### src/rtl/otp_fuse_pkg.sv
package otp_fuse_pkg;

   typedef enum logic [1:0] {
      SEL_KEY  = 2'b00,
      SEL_ID   = 2'b01,
      SEL_CTRL = 2'b10,
      SEL_NONE = 2'b11
   } otp_sel_e;

   localparam int unsigned KEY_BITS_DEF  = 256;
   localparam int unsigned ID_BITS_DEF   = 57;
   localparam int unsigned CTRL_BITS_DEF = 32;

endpackage

### src/rtl/otp_cell_array.sv
// Pairs of fuse cells with a sense flop per logical bit.
module otp_cell_array #(
   parameter int unsigned W        = 8,
   parameter logic [W-1:0] PRI_INIT = '0,
   parameter logic [W-1:0] RED_INIT = '0
) (
   input  logic         clk,
   input  logic         rst_n,
   input  logic         prog_i,
   input  logic         lock_i,
   input  logic [W-1:0] data_i,
   input  logic         sense_i,
   output logic [W-1:0] sensed_o
);

   logic [W-1:0] pri_q;
   logic [W-1:0] red_q;
   logic [W-1:0] sense_q;

   if (W < 1) begin : g_bad_width
      $error("otp_cell_array: W must be at least 1");
   end

   // Cells only accumulate ones; the reset value stands for the burnt image.
   always_ff @(posedge clk or negedge rst_n) begin
      if (!rst_n) begin
         pri_q <= PRI_INIT;
         red_q <= RED_INIT;
      end else if (prog_i && !lock_i) begin
         pri_q <= pri_q | data_i;
         red_q <= red_q | data_i;
      end
   end

   always_ff @(posedge clk or negedge rst_n) begin
      if (!rst_n) begin
         sense_q <= '0;
      end else if (sense_i) begin
         sense_q <= pri_q | red_q;
      end
   end

   assign sensed_o = sense_q;

   AST_FUSE_NO_CLEAR: assert property (@(posedge clk) disable iff (!rst_n)
      (((~pri_q) & $past(pri_q)) == '0) && (((~red_q) & $past(red_q)) == '0));

   AST_PROG_SETS_BOTH: assert property (@(posedge clk) disable iff (!rst_n)
      (prog_i && !lock_i) |=> ((pri_q & red_q & $past(data_i)) == $past(data_i)));

   AST_LOCKED_PROG_DROPPED: assert property (@(posedge clk) disable iff (!rst_n)
      (prog_i && lock_i) |=> ($stable(pri_q) && $stable(red_q)));

endmodule

### src/rtl/otp_shift_chain.sv
// Writable serial chain; MSB_FIRST selects which end of the register leaves first.
module otp_shift_chain #(
   parameter int unsigned W         = 8,
   parameter bit          MSB_FIRST = 1'b0
) (
   input  logic         clk,
   input  logic         rst_n,
   input  logic         shift_i,
   input  logic         tdi_i,
   input  logic         load_i,
   input  logic         zero_i,
   input  logic [W-1:0] image_i,
   output logic [W-1:0] data_o,
   output logic         tdo_o
);

   logic [W-1:0] chain_q;
   logic [W-1:0] load_img;

   if (W < 2) begin : g_bad_width
      $error("otp_shift_chain: W must be at least 2");
   end

   // chain_q[0] always leaves first; the first bit shifted in ends at index 0.
   if (MSB_FIRST) begin : g_msb_first
      for (genvar i = 0; i < W; i++) begin : g_rev
         assign load_img[i] = image_i[W-1-i];
         assign data_o[i]   = chain_q[W-1-i];
      end
   end else begin : g_lsb_first
      assign load_img = image_i;
      assign data_o   = chain_q;
   end

   always_ff @(posedge clk or negedge rst_n) begin
      if (!rst_n) begin
         chain_q <= '0;
      end else if (load_i) begin
         chain_q <= zero_i ? '0 : load_img;
      end else if (shift_i) begin
         chain_q <= {tdi_i, chain_q[W-1:1]};
      end
   end

   assign tdo_o = chain_q[0];

   AST_LOCKED_READ_ZERO: assert property (@(posedge clk) disable iff (!rst_n)
      (load_i && zero_i) |=> (chain_q == '0));

endmodule

### src/rtl/otp_id_chain.sv
// Read-only identifier chain, highest index first, zeros fill behind.
module otp_id_chain #(
   parameter int unsigned  W        = 57,
   parameter logic [W-1:0] ID_VALUE = '0
) (
   input  logic clk,
   input  logic rst_n,
   input  logic shift_i,
   input  logic load_i,
   output logic tdo_o
);

   logic [W-1:0] chain_q;
   logic [W-1:0] id_rev;

   if (W < 2) begin : g_bad_width
      $error("otp_id_chain: W must be at least 2");
   end

   for (genvar i = 0; i < W; i++) begin : g_rev
      assign id_rev[i] = ID_VALUE[W-1-i];
   end

   always_ff @(posedge clk or negedge rst_n) begin
      if (!rst_n) begin
         chain_q <= '0;
      end else if (load_i) begin
         chain_q <= id_rev;
      end else if (shift_i) begin
         chain_q <= {1'b0, chain_q[W-1:1]};
      end
   end

   assign tdo_o = chain_q[0];

   AST_ID_FIRST_BIT: assert property (@(posedge clk) disable iff (!rst_n)
      load_i |=> (tdo_o == ID_VALUE[W-1]));

endmodule

### src/rtl/otp_fuse_bank.sv
module otp_fuse_bank
   import otp_fuse_pkg::*;
#(
   parameter int unsigned KEY_W       = KEY_BITS_DEF,
   parameter int unsigned ID_W        = ID_BITS_DEF,
   parameter int unsigned CTRL_W      = CTRL_BITS_DEF,
   parameter int unsigned CTRL_LOCK_A = 7,
   parameter int unsigned CTRL_LOCK_B = 12,
   parameter int unsigned KEY_LOCK_A  = 9,
   parameter int unsigned KEY_LOCK_B  = 14,
   parameter logic [ID_W-1:0]   ID_VALUE      = '0,
   parameter logic [KEY_W-1:0]  KEY_PRI_INIT  = '0,
   parameter logic [KEY_W-1:0]  KEY_RED_INIT  = '0,
   parameter logic [CTRL_W-1:0] CTRL_PRI_INIT = '0,
   parameter logic [CTRL_W-1:0] CTRL_RED_INIT = '0
) (
   input  logic       clk,
   input  logic       rst_n,
   input  logic [1:0] sel_i,
   input  logic       shift_i,
   input  logic       tdi_i,
   input  logic       capture_i,
   input  logic       program_i,
   output logic       tdo_o
);

   if (CTRL_LOCK_A >= CTRL_W || CTRL_LOCK_B >= CTRL_W ||
       KEY_LOCK_A >= CTRL_W || KEY_LOCK_B >= CTRL_W) begin : g_bad_lock_pos
      $error("otp_fuse_bank: lock bit positions must fall inside the control word");
   end
   if (CTRL_LOCK_A == CTRL_LOCK_B || KEY_LOCK_A == KEY_LOCK_B ||
       CTRL_LOCK_A == KEY_LOCK_A || CTRL_LOCK_B == KEY_LOCK_B) begin : g_bad_lock_dup
      $error("otp_fuse_bank: lock bit positions must be distinct");
   end

   otp_sel_e sel;
   assign sel = otp_sel_e'(sel_i);

   logic init_q;
   logic cap_q;
   logic sense_en;

   always_ff @(posedge clk or negedge rst_n) begin
      if (!rst_n) begin
         init_q <= 1'b0;
         cap_q  <= 1'b0;
      end else begin
         init_q <= 1'b1;
         cap_q  <= capture_i;
      end
   end

   assign sense_en = capture_i | ~init_q;

   logic [KEY_W-1:0]  key_sensed;
   logic [KEY_W-1:0]  key_data;
   logic [CTRL_W-1:0] ctrl_sensed;
   logic [CTRL_W-1:0] ctrl_data;
   logic key_lock, ctrl_lock;
   logic key_tdo, id_tdo, ctrl_tdo;

   assign key_lock  = ctrl_sensed[KEY_LOCK_A]  | ctrl_sensed[KEY_LOCK_B];
   assign ctrl_lock = ctrl_sensed[CTRL_LOCK_A] | ctrl_sensed[CTRL_LOCK_B];

   otp_cell_array #(.W(KEY_W), .PRI_INIT(KEY_PRI_INIT), .RED_INIT(KEY_RED_INIT)) key_cells_i (
      .clk      (clk),
      .rst_n    (rst_n),
      .prog_i   (program_i && (sel == SEL_KEY)),
      .lock_i   (key_lock),
      .data_i   (key_data),
      .sense_i  (sense_en),
      .sensed_o (key_sensed)
   );

   otp_shift_chain #(.W(KEY_W), .MSB_FIRST(1'b1)) key_chain_i (
      .clk     (clk),
      .rst_n   (rst_n),
      .shift_i (shift_i && (sel == SEL_KEY)),
      .tdi_i   (tdi_i),
      .load_i  (cap_q),
      .zero_i  (key_lock),
      .image_i (key_sensed),
      .data_o  (key_data),
      .tdo_o   (key_tdo)
   );

   otp_id_chain #(.W(ID_W), .ID_VALUE(ID_VALUE)) id_chain_i (
      .clk     (clk),
      .rst_n   (rst_n),
      .shift_i (shift_i && (sel == SEL_ID)),
      .load_i  (cap_q),
      .tdo_o   (id_tdo)
   );

   otp_cell_array #(.W(CTRL_W), .PRI_INIT(CTRL_PRI_INIT), .RED_INIT(CTRL_RED_INIT)) ctrl_cells_i (
      .clk      (clk),
      .rst_n    (rst_n),
      .prog_i   (program_i && (sel == SEL_CTRL)),
      .lock_i   (ctrl_lock),
      .data_i   (ctrl_data),
      .sense_i  (sense_en),
      .sensed_o (ctrl_sensed)
   );

   otp_shift_chain #(.W(CTRL_W), .MSB_FIRST(1'b0)) ctrl_chain_i (
      .clk     (clk),
      .rst_n   (rst_n),
      .shift_i (shift_i && (sel == SEL_CTRL)),
      .tdi_i   (tdi_i),
      .load_i  (cap_q),
      .zero_i  (ctrl_lock),
      .image_i (ctrl_sensed),
      .data_o  (ctrl_data),
      .tdo_o   (ctrl_tdo)
   );

   always_comb begin
      case (sel)
         SEL_KEY:  tdo_o = key_tdo;
         SEL_ID:   tdo_o = id_tdo;
         SEL_CTRL: tdo_o = ctrl_tdo;
         default:  tdo_o = 1'b0;
      endcase
   end

   AST_KEY_LOCK_STICKY: assert property (@(posedge clk) disable iff (!rst_n)
      key_lock |=> key_lock);

   AST_CTRL_LOCK_STICKY: assert property (@(posedge clk) disable iff (!rst_n)
      ctrl_lock |=> ctrl_lock);

   AST_IDLE_SEL_QUIET: assert property (@(posedge clk) disable iff (!rst_n)
      (sel_i == 2'b11) |-> (tdo_o == 1'b0));

endmodule

### config.mk
export PLATFORM = sky130hd
export DESIGN_NAME = otp_fuse_bank
export DESIGN_NICKNAME = d
export VERILOG_FILES = /design/src/rtl/otp_fuse_pkg.sv /design/src/rtl/otp_cell_array.sv /design/src/rtl/otp_shift_chain.sv /design/src/rtl/otp_id_chain.sv /design/src/rtl/otp_fuse_bank.sv
export SDC_FILE = /design/constraint.sdc
export NUM_CORES = 2
export LEC_CHECK = 0
export CORE_MARGIN = 2
export CORE_UTILIZATION = 45
export DETAILED_ROUTE_END_ITERATION = 10
export DONT_BUFFER_PORTS = 1
export HOLD_SLACK_MARGIN = 0.1
export PLACE_DENSITY_LB_ADDON = 0.05
export SYNTH_ARGS = -nofsm -noshare
export SYNTH_HDL_FRONTEND = slang
export SYNTH_HIERARCHICAL = 1
export SYNTH_SLANG_ARGS = --single-unit
### constraint.sdc
create_clock -name clk -period 3.2 [get_ports clk]
set_clock_uncertainty 0.2 [all_clocks]
set_input_delay 0.48 -clock clk [delete_from_list [all_inputs] [get_ports clk]]
set_output_delay 0.48 -clock clk [all_outputs]
set_load 0.03 [all_outputs]
After elaboration in Yosys (flattened, before gate mapping)
Index checks and enable logic that the tools add are counted.
Storage, ports and cells
  register bits: 1211
  latch bits: 0
  bits in writable memories: 0
  ROM bits: 0
  input port bits: 8
  logic and storage cells: 45
  memories: 0
Cells by class
  add/sub/neg operators: 0
  multiply operators: 0
  divide/modulo/power cells: 0
  magnitude comparators: 0
  equal/unequal tests: 2
  shift-type cells: 0
  multiplexer cells: 9
  bitwise operators: 10
  reduce and logical (&&, ||, !) cells: 13
Operators with widths (number)
  256-bit two-way mux: 3
  256-bit bitwise OR: 3
  57-bit two-way mux: 2
  32-bit two-way mux: 3
  32-bit bitwise OR: 3
  1-bit logical AND: 7
  2-bit nonzero test: 3
  1-bit bitwise OR: 3
  1-bit case mux with 3 select lines: 1
  2-bit by 1-bit == test with 1-bit output (second input constant): 1
  2-bit == test (second input constant): 1
  1-bit zero test: 2
  2-bit zero test: 1
  1-bit inverter: 1

Depth between registers and ports, before layout
  depth after elaboration: 4
  mapped depth: 6
  mapped depth without buffers: 4

Hierarchy
The synthesis kept the hierarchy.
By module, submodules not included
  otp_cell_array at key_cells_i: times used 1, cells an instance 2163, area each 27356.2 µm², seq. area each 19218.4 µm²
  otp_shift_chain at key_chain_i: times used 1, cells an instance 858, area each 12185.4 µm², seq. area each 6406.1 µm²
  otp_cell_array at ctrl_cells_i: times used 1, cells an instance 271, area each 3449.6 µm², seq. area each 2402.3 µm²
  otp_shift_chain at ctrl_chain_i: times used 1, cells an instance 111, area each 1547.7 µm², seq. area each 800.8 µm²
  otp_fuse_bank: times used 1, cells an instance 15, area each 132.6 µm², seq. area each 50.0 µm²
  otp_id_chain: times used 1, cells an instance 2, area each 11.3 µm², seq. area each 0.0 µm²

Worst setup path after synthesis
Ideal clock, no wire load.
  path kind: input-to-reg
  from: input sel_i[1]
  to: register key_chain_i.chain_q[100]
  setup time: 0.122 ns
  arrival: 1.471 ns
  required time: 2.878 ns
  setup slack: 1.407 ns
  stages on the path: 6
  path buffers: 3
  cells stage by stage: nor3b_1 -> buf_2 -> buf_6 -> buf_2 -> mux2i_1 -> o2bb2ai_2
Between the ends
  cells in the longest elaborated chain, start to end: 3
RTL lines
  start: declaration: RTL line otp_fuse_bank.sv:19  | input logic [1:0] sel_i,
  2-bit zero test: RTL line otp_fuse_bank.sv:78  | .shift_i (shift_i && (sel == SEL_KEY)),
  1-bit logical AND: RTL line otp_fuse_bank.sv:78
  2-bit nonzero test (no line)
  end signal: assignment: RTL line otp_shift_chain.sv:39  | chain_q <= zero_i ? '0 : load_img;
  end signal: assignment: RTL line otp_shift_chain.sv:41  | chain_q <= {tdi_i, chain_q[W-1:1]};
  end: declaration: RTL line otp_shift_chain.sv:17  | logic [W-1:0] chain_q;
Every way passes these cells.
A chain may end at the register's enable or synchronous reset.

Final worst setup path
  from: input sel_i[1]
  to: register key_chain_i.chain_q[89]
The elaborated chain is that of the path after synthesis.

==> flow_summary_export.csv <==
group,metric,value,unit
route,via_count,25689,
setup_path,crit_path_cell_trace,"dlygate4sd3_1 > nor3b_2 > dlygate4sd3_1 > buf_12 > buf_12 > mux2i_1 > o2bb2ai_1",
setup_path,crit_family,"buffers and inverters",
grt,grt_usage,0.167,
sta,finalMaxSlewViolations,0,
clock_network,cts-root-buf,"clkbuf_16",
sta,min_period_over_period,0.832,
placed_design,placed_area,45200,um2
grt,antenna_found_initial,0,
power,ir_drop,0.463,mV
flow_run,cap_violations,0,
grt,grt_pass1_vias,27659,
setup_path,arrival,3000,ps
route,drt_iter0_markers,1725,
route,via_per_inst,5.40,
floorplanning,start_util,0.454,
synthesis,syn_avg_cell_area,13.1,um2
setup_path,cpMaxStageDelayCell,"dlygate4sd3_1",
layout,diodes,0,
clock_network,cts-resized-gates,0,
clock_network,cts_tree,"done",
floorplanning,rows,115,
sta,fmax,0.376,GHz
floorplanning,boundaryPins,9,
floorplanning,die_x,319,um
synthesis,syn_inst,3418,
status,outcome,"finished with violations",
synthesis,synth_fp_nets,3426,
clock_network,clkSlewWorstSetupHoldPaths,60,ps
setup_path,crit_path_end_kind,"register",
sta,hold_slack,-716,ps
route,drc,0,
route,ant_nets,0,
synthesis,yosysWarnings,6,
power,power_leakage,24.9,nW
clock_network,post-cts-setup-buffers,0,
layout,drive_gt1_frac,0.0902,
sta,rsz0062_at_grt,"no",
placed_design,hpwl,42400,um
power,power_per_cell_area,955,nW/um2
hold_path,hold_path_class,"in -> async",
sta,max_slew_margin,0.163,
clock_network,cts_buffers,121,
status,violations,"negative hold slack",
clock_network,htreeDepth,3,
sta,tightest_slew,1260,ps
layout,final_nets,3377,
route,drtPass1Iterations,5,
clock_network,worstSkewPairLatency,690,ps
setup_path,start_kind,"input port",
layout,num-fill-cells,8456,
grt,use_met3,0.0270,
grt,overflow,0,
layout,finalNonFillerCells,4756,
layout,fin_area,49400,um2
sta,period_minus_slack,2660,ps
floorplanning,die_y,319,um
floorplanning,core,98400,um2
clock_network,cts_hold_buffers,6,
layout,final_core_util,0.502,
sta,hold_viol,756,
placed_design,io_buffers,0,
sta,finalSetupTns,0,ps
setup_path,worst-path-max-fanout,74,
setup_path,slowest_delay,620,ps
setup_path,worstPathRequired,3540,ps
placed_design,dp_slack,666,ps
grt,grt_use_met1,0.227,
clock_network,clockBufferDepth,3,
layout,multi_input_area,13900,um2
layout,area_delta_synth_final,10.7,%
layout,area.sequential,28900,um2
route,wl,82600,um
grt,use_met2,0.280,
sta,setup_viol,0,
placed_design,place.gp.congestion,0.690,
setup_path,crit_type,"in -> reg",
grt,busiest_layer,"met2",
floorplanning,dieArea,102000,um2
grt,grt_pass1_wl,143000,um
synthesis,netlist_area,44700,um2
clock_network,cts_sinks,1154,
placed_design,placed_cells,4522,
setup_path,critPathBufInv,4,
grt,grt_max_degree,1155,
sta,setup_slack,539,ps
route,wl_per_cell,17.4,um
==> final cells by class <==
| cell class | count | area share |
|---|---|---|
| clock buffers | 192 | 0.0758 |
| flip-flops and latches | 1154 | 0.584 |
| multi-input cells | 2036 | 0.280 |
| repair buffers | 56 | 0.0202 |
| well taps | 1287 | 0.0326 |
| clock inverters | 31 | 0.00701 |
==> layer usage <==
metal  up-vias  wire [um]
met5         -          0
met4         0       1710
met3       122       2110
met2       229      40400
met1     13339      38300
li1      11999          -
==> state kept, by name (all words and copies together), names as in the netlist <==
register and flops:
ctrl_cells_i/sensed_o 32, key_chain_i/chain_q 256, key_cells_i/red_q 256, ctrl_chain_i/data_o 32
ctrl_cells_i/pri_q 32, ctrl_cells_i/red_q 32, key_cells_i/pri_q 256, init_q 1
key_cells_i/sensed_o 256, cap_q 1
==> cells in the final DEF (no fill, tap or decap), types with 2 or more instances in the layout <==
master	count
clkinvlp_4	2
or2_2	2
buf_16	5
and2b_4	2
o2bb2ai_1	225
mux2i_1	289
buf_4	8
bufinv_16	7
dfrtp_1	1153
nand3b_1	4
dlygate4sd3_1	6
nor2b_4	2
o21ai_0	2
conb_1	2
inv_6	2
o2bb2ai_2	60
clkbuf_16	125
buf_12	37
nor2_1	576
clkinv_2	19
a21o_1	576
o21ai_1	2
clkbuf_1	30
a21oi_1	288
clkbuf_8	37
==> worst paths after layout <==
path	startpoint	end	slack [ps]	cells past startpoint
max in group asynchronous	rst_n	key_chain_i/chain_q[226]	1460	2
worst min-delay path	rst_n	key_chain_i/chain_q[40]	-720	0
min in group clk	sel_i[0]	key_cells_i/pri_q[2]	150	3
worst max register to register	ctrl_cells_i/sensed_o[14]	key_cells_i/pri_q[241]	950	4
worst max-delay path	sel_i[1]	key_chain_i/chain_q[89]	540	7
worst min register to register	key_cells_i/pri_q[122]	key_cells_i/pri_q[122]	250	1
==> report_power, final <==
part	total, mW	switching (mW)	internal, mW
combinational	8.15	3.75	4.40
sequential	25.0	4.27	20.7
clock	14.1	5.57	8.53
total	47.2	13.6	33.7
==> metrics by stage <==
stage	hold slack [ps]	total power [mW]
6_report	-716	47.2
4_1_cts	-748	47.7
2_1_floorplan	-15.6	30.9
3_5_place_dp	17.0	33.3
3_3_place_gp	30.0	32.4
5_1_grt	-771	50.5
(Power assumes the default switching activity.)
